--- config.mk ---
export PLATFORM = sky130hd
export DESIGN_NAME = tagged_serial_rx
export DESIGN_NICKNAME = d
export VERILOG_FILES = /design/src/rtl/tsr_pkg.sv /design/src/rtl/tsr_sync.sv /design/src/rtl/tsr_edge.sv /design/src/rtl/tsr_shift.sv /design/src/rtl/tagged_serial_rx.sv
export SDC_FILE = /design/constraint.sdc
export NUM_CORES = 1
export LEC_CHECK = 0
export BUFFER_PORTS_ARGS = -buffer_cell sky130_fd_sc_hd__buf_2
export CAP_MARGIN = 5
export CORE_UTILIZATION = 32
export CTS_BUF_LIST = sky130_fd_sc_hd__clkbuf_8
export DETAILED_ROUTE_END_ITERATION = 6
export GPL_TIMING_DRIVEN = 0
export SLEW_MARGIN = 30
export SYNTH_ARGS = -nofsm -noshare
export SYNTH_HDL_FRONTEND = slang
export SYNTH_SLANG_ARGS = --single-unit
--- constraint.sdc ---
create_clock -name clk_i -period 1.6 [get_ports clk_i]
set_input_delay 0.32 -clock clk_i [delete_from_list [all_inputs] [get_ports clk_i]]
set_output_delay 0.32 -clock clk_i [all_outputs]
set_load 0.05 [all_outputs]
--- src/rtl/tsr_pkg.sv ---
package tsr_pkg;
  localparam int unsigned DEF_DATA_W = 8;
  localparam int unsigned DEF_SYNC_STAGES = 2;

  // host line positions inside the synchronized bus
  localparam int unsigned IDX_SCLK = 0;
  localparam int unsigned IDX_SDATA = 1;
  localparam int unsigned IDX_CS_N = 2;
  localparam int unsigned IDX_RSEL = 3;
  localparam int unsigned HOST_W = 4;

  typedef enum logic {
    TAG_DATA = 1'b0,
    TAG_CMD  = 1'b1
  } tag_e;
endpackage

--- src/rtl/tsr_sync.sv ---
module tsr_sync #(
  parameter int unsigned W = 1,
  parameter int unsigned STAGES = 2,
  parameter logic [W-1:0] RST_VAL = '0
) (
  input  logic         clk_i,
  input  logic         rst_ni,
  input  logic [W-1:0] d_i,
  output logic [W-1:0] q_o
);
  logic [W-1:0] stage_q [STAGES];

  generate
    for (genvar s = 0; s < STAGES; s++) begin : g_stage
      if (s == 0) begin : g_first
        always_ff @(posedge clk_i or negedge rst_ni) begin
          if (!rst_ni) stage_q[0] <= RST_VAL;
          else         stage_q[0] <= d_i;
        end
      end else begin : g_next
        always_ff @(posedge clk_i or negedge rst_ni) begin
          if (!rst_ni) stage_q[s] <= RST_VAL;
          else         stage_q[s] <= stage_q[s-1];
        end
      end
    end
  endgenerate

  assign q_o = stage_q[STAGES-1];
endmodule

--- src/rtl/tsr_edge.sv ---
module tsr_edge (
  input  logic clk_i,
  input  logic rst_ni,
  input  logic sclk_s_i,
  input  logic cs_ns_i,
  output logic rise_o
);
  logic sclk_prev_q;

  always_ff @(posedge clk_i or negedge rst_ni) begin
    if (!rst_ni) sclk_prev_q <= 1'b0;
    else         sclk_prev_q <= sclk_s_i;
  end

  // edges seen while deselected are dropped
  assign rise_o = sclk_s_i & ~sclk_prev_q & ~cs_ns_i;
endmodule

--- src/rtl/tsr_shift.sv ---
module tsr_shift #(
  parameter int unsigned DATA_W = 8,
  localparam int unsigned CNT_W = (DATA_W > 1) ? $clog2(DATA_W) : 1
) (
  input  logic              clk_i,
  input  logic              rst_ni,
  input  logic              clr_i,
  input  logic              shift_i,
  input  logic              bit_i,
  input  logic              tag_i,
  output logic [DATA_W-1:0] word_o,
  output logic              tag_o,
  output logic              valid_o,
  output logic [CNT_W-1:0]  cnt_o
);
  localparam logic [CNT_W-1:0] LAST = CNT_W'(DATA_W - 1);

  logic [DATA_W-1:0] sh_q;
  logic [CNT_W-1:0]  cnt_q;
  logic [DATA_W-1:0] sh_next;
  logic              last_bit;

  assign sh_next  = {sh_q[DATA_W-2:0], bit_i};
  assign last_bit = shift_i && (cnt_q == LAST);

  always_ff @(posedge clk_i or negedge rst_ni) begin
    if (!rst_ni) begin
      sh_q  <= '0;
      cnt_q <= '0;
    end else if (clr_i) begin
      sh_q  <= '0;
      cnt_q <= '0;
    end else if (shift_i) begin
      sh_q  <= sh_next;
      cnt_q <= last_bit ? '0 : cnt_q + 1'b1;
    end
  end

  always_ff @(posedge clk_i or negedge rst_ni) begin
    if (!rst_ni) begin
      word_o  <= '0;
      tag_o   <= 1'b0;
      valid_o <= 1'b0;
    end else begin
      valid_o <= last_bit;
      if (last_bit) begin
        word_o <= sh_next;
        tag_o  <= tag_i;
      end
    end
  end

  assign cnt_o = cnt_q;
endmodule

--- src/rtl/tagged_serial_rx.sv ---
module tagged_serial_rx
  import tsr_pkg::*;
#(
  parameter int unsigned DATA_W = DEF_DATA_W,
  parameter int unsigned SYNC_STAGES = DEF_SYNC_STAGES,
  localparam int unsigned CNT_W = (DATA_W > 1) ? $clog2(DATA_W) : 1
) (
  input  logic              clk_i,
  input  logic              rst_ni,
  input  logic              sclk_i,
  input  logic              sdata_i,
  input  logic              cs_ni,
  input  logic              rsel_i,
  output logic [DATA_W-1:0] byte_o,
  output logic              tag_o,
  output logic              valid_o
);
  localparam logic [HOST_W-1:0] SYNC_RST = HOST_W'(1) << IDX_CS_N;

  logic [HOST_W-1:0] host_raw;
  logic [HOST_W-1:0] host_s;
  logic              sclk_rise;
  logic              cs_s;
  logic [CNT_W-1:0]  bit_cnt;

  always_comb begin
    host_raw            = '0;
    host_raw[IDX_SCLK]  = sclk_i;
    host_raw[IDX_SDATA] = sdata_i;
    host_raw[IDX_CS_N]  = cs_ni;
    host_raw[IDX_RSEL]  = rsel_i;
  end

  tsr_sync #(
    .W       (HOST_W),
    .STAGES  (SYNC_STAGES),
    .RST_VAL (SYNC_RST)
  ) u_sync (
    .clk_i  (clk_i),
    .rst_ni (rst_ni),
    .d_i    (host_raw),
    .q_o    (host_s)
  );

  assign cs_s = host_s[IDX_CS_N];

  tsr_edge u_edge (
    .clk_i    (clk_i),
    .rst_ni   (rst_ni),
    .sclk_s_i (host_s[IDX_SCLK]),
    .cs_ns_i  (cs_s),
    .rise_o   (sclk_rise)
  );

  tsr_shift #(
    .DATA_W (DATA_W)
  ) u_shift (
    .clk_i   (clk_i),
    .rst_ni  (rst_ni),
    .clr_i   (cs_s),
    .shift_i (sclk_rise),
    .bit_i   (host_s[IDX_SDATA]),
    .tag_i   (host_s[IDX_RSEL]),
    .word_o  (byte_o),
    .tag_o   (tag_o),
    .valid_o (valid_o),
    .cnt_o   (bit_cnt)
  );
endmodule

# Word-level counts from Yosys, hierarchy flattened
# Cells that the tools add are included.
dict set report classes {
  n_addsub 1
  n_mul 0
  n_div 0
  order_cmp 0
  eq_ne 1
  shifts 0
  mux 5
  bitwise_logic 4
  n_reduce_logical 2
}
# cell count
set ops {}
lappend ops {{7-bit 2-to-1 mux} 2}
lappend ops {{3-bit 2-to-1 mux} 3}
lappend ops {{3-bit by 1-bit adder with 3-bit output (second input constant)} 1}
lappend ops {{3-bit == test (second input constant)} 1}
lappend ops {{1-bit AND} 2}
lappend ops {{1-bit NOT} 2}
lappend ops {{2-bit nonzero test} 1}
lappend ops {{1-bit logical AND} 1}
dict set report totals {
  reg_bits 29
  latchBits 0
  mem_bits_rw 0
  rom_bits 0
  input_bits 6
  out_inout_bits 10
  memories 0
}

# Longest topological paths before layout
dict set report depth {
  depth_word 7
  mapped_depth 5
}

# Hierarchy
# Synthesis repeated with hierarchy kept, for this count alone.
dict set report unflattened {
  hier_cells 70
  area_unflattened_um2 1107.3
}
# mod instances cells_each area_per_inst_um2
set by_module_without_submodules {}
lappend by_module_without_submodules {tsr_shift 1 56 837.1}
lappend by_module_without_submodules {tsr_sync 1 12 232.7}
lappend by_module_without_submodules {tsr_edge 1 2 37.5}

# Least setup slack after synthesis
# No wires, ideal clock.
dict set report synth_path {
  path_type {flip-flop to flip-flop}
  from {register u_shift.cnt_q[0] (netlist: u_shift.cnt_o[0])}
  to {register u_shift.tag_o}
  setup_ps 125
  arrival_ps 1293
  required_time_ps 1475
  slack_ps 183
  stages_incl_launch_ff 6
  path_buffers 1
  period_less_slack_ps 1417
  cell_sequence {dfrtp_1 ha_1 ha_1 nor3b_2 buf_6 mux2_2}
}
dict set report synth_between {
  elab_chain_len 2
}
# element line
set synth_lines {}
lappend synth_lines {{start, declared} tsr_shift.sv:19} ;# logic [CNT_W-1:0] cnt_q;
lappend synth_lines {{start signal, assigned} tsr_shift.sv:35} ;# cnt_q <= last_bit ? '0 : cnt_q + 1'b1;
lappend synth_lines {{3-bit == test} tsr_shift.sv:24} ;# assign last_bit = shift_i && (cnt_q == LAST);
lappend synth_lines {{1-bit logical AND} tsr_shift.sv:24}
lappend synth_lines {{via u_shift.last_bit} tsr_shift.sv:21} ;# logic last_bit;
lappend synth_lines {{end signal, assigned} tsr_shift.sv:48} ;# tag_o <= tag_i;
lappend synth_lines {{end, declared} tsr_shift.sv:12} ;# output logic tag_o,
# The timed path passes the listed nets, and every way through them passes these cells.
# A chain may end at the register's enable or synchronous reset.

# Worst setup path after layout
# Ends and elaborated chain as after synthesis.

==> impl_metrics.toml <==
[outcome]
outcome = "completed"

[pwr]
total_leakage_power_nw = 0.652
sw_frac_of_total_pct = 22.0
irDropWorstVdd_uv = 557
internal_power_mw = 1.06
pwr-share-seq_pct = 55.8
pwr_density_cell_mw_per_mm2 = 1030
power_frac_comb_pct = 3.7
clock_power_share_pct = 40.5
p_sw_uw = 299

[synthesis]
synth_area_leader_cell = "dfrtp_1"
yosysSeqAreaShare_pct = 68.8
avgSynthCellArea_um2 = 13.7
synth_cell_types = 15
synth_seq_cells = 29
synthTopCellsByArea = "dfrtp_1, mux2_2, nand2_1"
syn_area_mm2 = 0.00106
post_synth_inst_count = 77
syn_nets = 85
synth_top_area_share_pct = 63.8
yosysWarnings = 0

[setup_path]
cp.arrival_ns = 1.69
crit_fanout = 5
cp.required_ns = 1.76
criticalPathCategory = "reg -> reg"
r2r_slack_ns = 0.07
cpPeakStageDelay_ns = 0.36
rr_endpoint = "u_shift.tag_o"
path_cells = "ha_2, ha_4, nor3b_4, buf_6, mux2_2"
end_kind = "flop"
start_kind = "flop"
r2r-start = "u_shift.cnt_o[0]"
reg2reg_depth = 5
slowest_stage = "dfrtp_1"

[place]
io_buffer_count = 15
place_congestion = 0.658
dp.cells = 136
dp_hpwl_um = 1040

[final_layout]
fill_cells = 323
fin_cells = 147
final_cell_mix = "dfrtp_1, buf_2, nand2_1, a21oi_1, mux2_2"
diodes = 0
final_nets = 110
drive_above_1_share_pct = 42.7
area_growth_pct = 24.6
final_common_cell = "dfrtp_1"
final_util_pct = 42.5

[clocking]
cts.sinks = 29
hold_buffers = 0
cts_tree = "yes"
root_buffer = "clkbuf_8"
cts_buffers = 5
ctsLongestPathBuffers = 2
cts_htree_levels = 2
clk_latency_ns = 0.28
path_clk_slew_ns = 0.06

[sta]
rsz0062_at_grt = "no"
finalCriticalPeriod_ns = 1.53
worst_slew_pin_slew_ns = 0.621
fmax_ghz = 0.654
setup_viol = 0
final_hold_viol_count = 0
relSlewSlack_pct = 58.6
final.period_utilization_pct = 95.6
skew_ns = 0.00433
tns_ns = 0
final_max_slew_viol_count = 0

[detailed_routing]
wire_per_inst_um = 11.5
dr.first_iter.drc_count = 20
antenna_left = 0
dr.pass1.iters = 3
finalWirelength_um = 1690
drt-vias-per-instance = 4.37
vias = 642
drc = 0

[global_routing]
grt_max_degree = 30
grt_pass1_vias = 624
antenna_found_initial = 0
track_usage_pct = 11.5
grt_pass1_wl_um = 2750
overflow = 0

[floorplan]
ios = 16
core_mm2 = 0.00310
start_util_pct = 34.1
num_rows = 20
fp.dieH_um = 59.5
die_w_um = 59.5
die-area_mm2 = 0.00354

[job]
drv_cap = 0

[min_path]
hold_path_class = "in -> async"
[cells by family after synthesis]
family,Yosys count,share of synthesized area (%)
compound gates,9,4.26
mux,10,10.5
flops,29,68.8
simple gates,23,11.1
fa+ha+maj,2,2.36
buf+inv,4,2.95
[worst max-delay path, delay by kind of cell (launching register included)]
family,cells,cell delay [ns]
buffers and inverters,1,0.16
and+or+nand+nor,1,0.23
adders and majority gates,2,0.32
muxes,1,0.33
DFF,1,0.36
[state kept, by name, indices dropped and copies added, names as in the netlist]
signal              flops
u_sync.q_o              4
u_shift.cnt_o           3
u_shift.word_o          8
u_shift.tag_o           1
u_shift.valid_o         1
u_edge.sclk_prev_q      1
u_sync.stage_q          4
u_shift.sh_q            7
[per-layer routing]
layer  global-route usage, %  vias to the layer above  wire [µm]
met5                       0                        -          0
met4                    6.98                        0         34
met3                    7.21                        5        115
met2                    16.2                       18        767
met1                    13.1                      313        773
li1                        -                      306          -
[final cells by class]
class / count / area, µm² / share of cell area, %
clock inverters: 3 / 13.8 / 1.04
flip-flops and latches: 29 / 728 / 55.2
plain buffers: 4 / 31.3 / 2.37
multi-input cells: 44 / 320 / 24.3
well taps: 44 / 55.1 / 4.17
repair buffers: 18 / 101 / 7.69
clock buffers: 5 / 68.8 / 5.22
[worst max path at each step]
| stage | endpoint | slack [ns] | from |
|---|---|---|---|
| 2_1_floorplan | u_shift.tag_o | 0.18 | u_shift.cnt_o[0] |
| 3_3_place_gp | u_shift.word_o[0] | 0.08 | u_shift.cnt_o[0] |
| 3_5_place_dp | u_shift.word_o[6] | 0.04 | u_shift.cnt_o[0] |
| 4_1_cts | u_shift.word_o[3] | 0.03 | u_shift.cnt_o[0] |
| 5_1_grt | u_shift.tag_o | 0.01 | u_shift.cnt_o[0] |
| 6_report | u_shift.tag_o | 0.07 | u_shift.cnt_o[0] |
[through the flow]
step | hold slack [ns] | setup slack [ns] | cell area, µm² | power, mW
global route | 0.103 | 0.0121 | 1320 | 1.43
CTS | 0.0680 | 0.0282 | 1270 | 1.38
floorplan | 0.0244 | 0.183 | 1060 | 0.794
global placement | 0.336 | 0.0829 | 1190 | 0.820
finish | 0.0495 | 0.0711 | 1320 | 1.36
detailed placement | 0.339 | 0.0433 | 1190 | 0.822
[timing repair]
item / CTS / global route
endpoints found under the setup margin: 0 / 9
resized for setup: 0 / 6
buffers inserted: 0 / 2
endpoints found under the hold margin: 0 / 0
[synth_stat cells (all sizes together)]
library cell and count:
dfrtp 27, nand2 16, a21oi 9, mux2 9, buf 3, dfstp 2, ha 2, nand3b 2
nor2 2, and2b 1, clkbuf 1, mux2i 1, nand2b 1, nor3b 1
[power groups by stage]
stage          sequential [mW]  clock (mW)  combinational [mW]
2_1_floorplan            0.771           0              0.0232
3_3_place_gp             0.772           0              0.0477
3_5_place_dp             0.773           0              0.0485
4_1_cts                  0.760       0.573              0.0486
5_1_grt                  0.761       0.614              0.0580
6_report                 0.760       0.552              0.0509
Power figures use the tool's default switching activity.
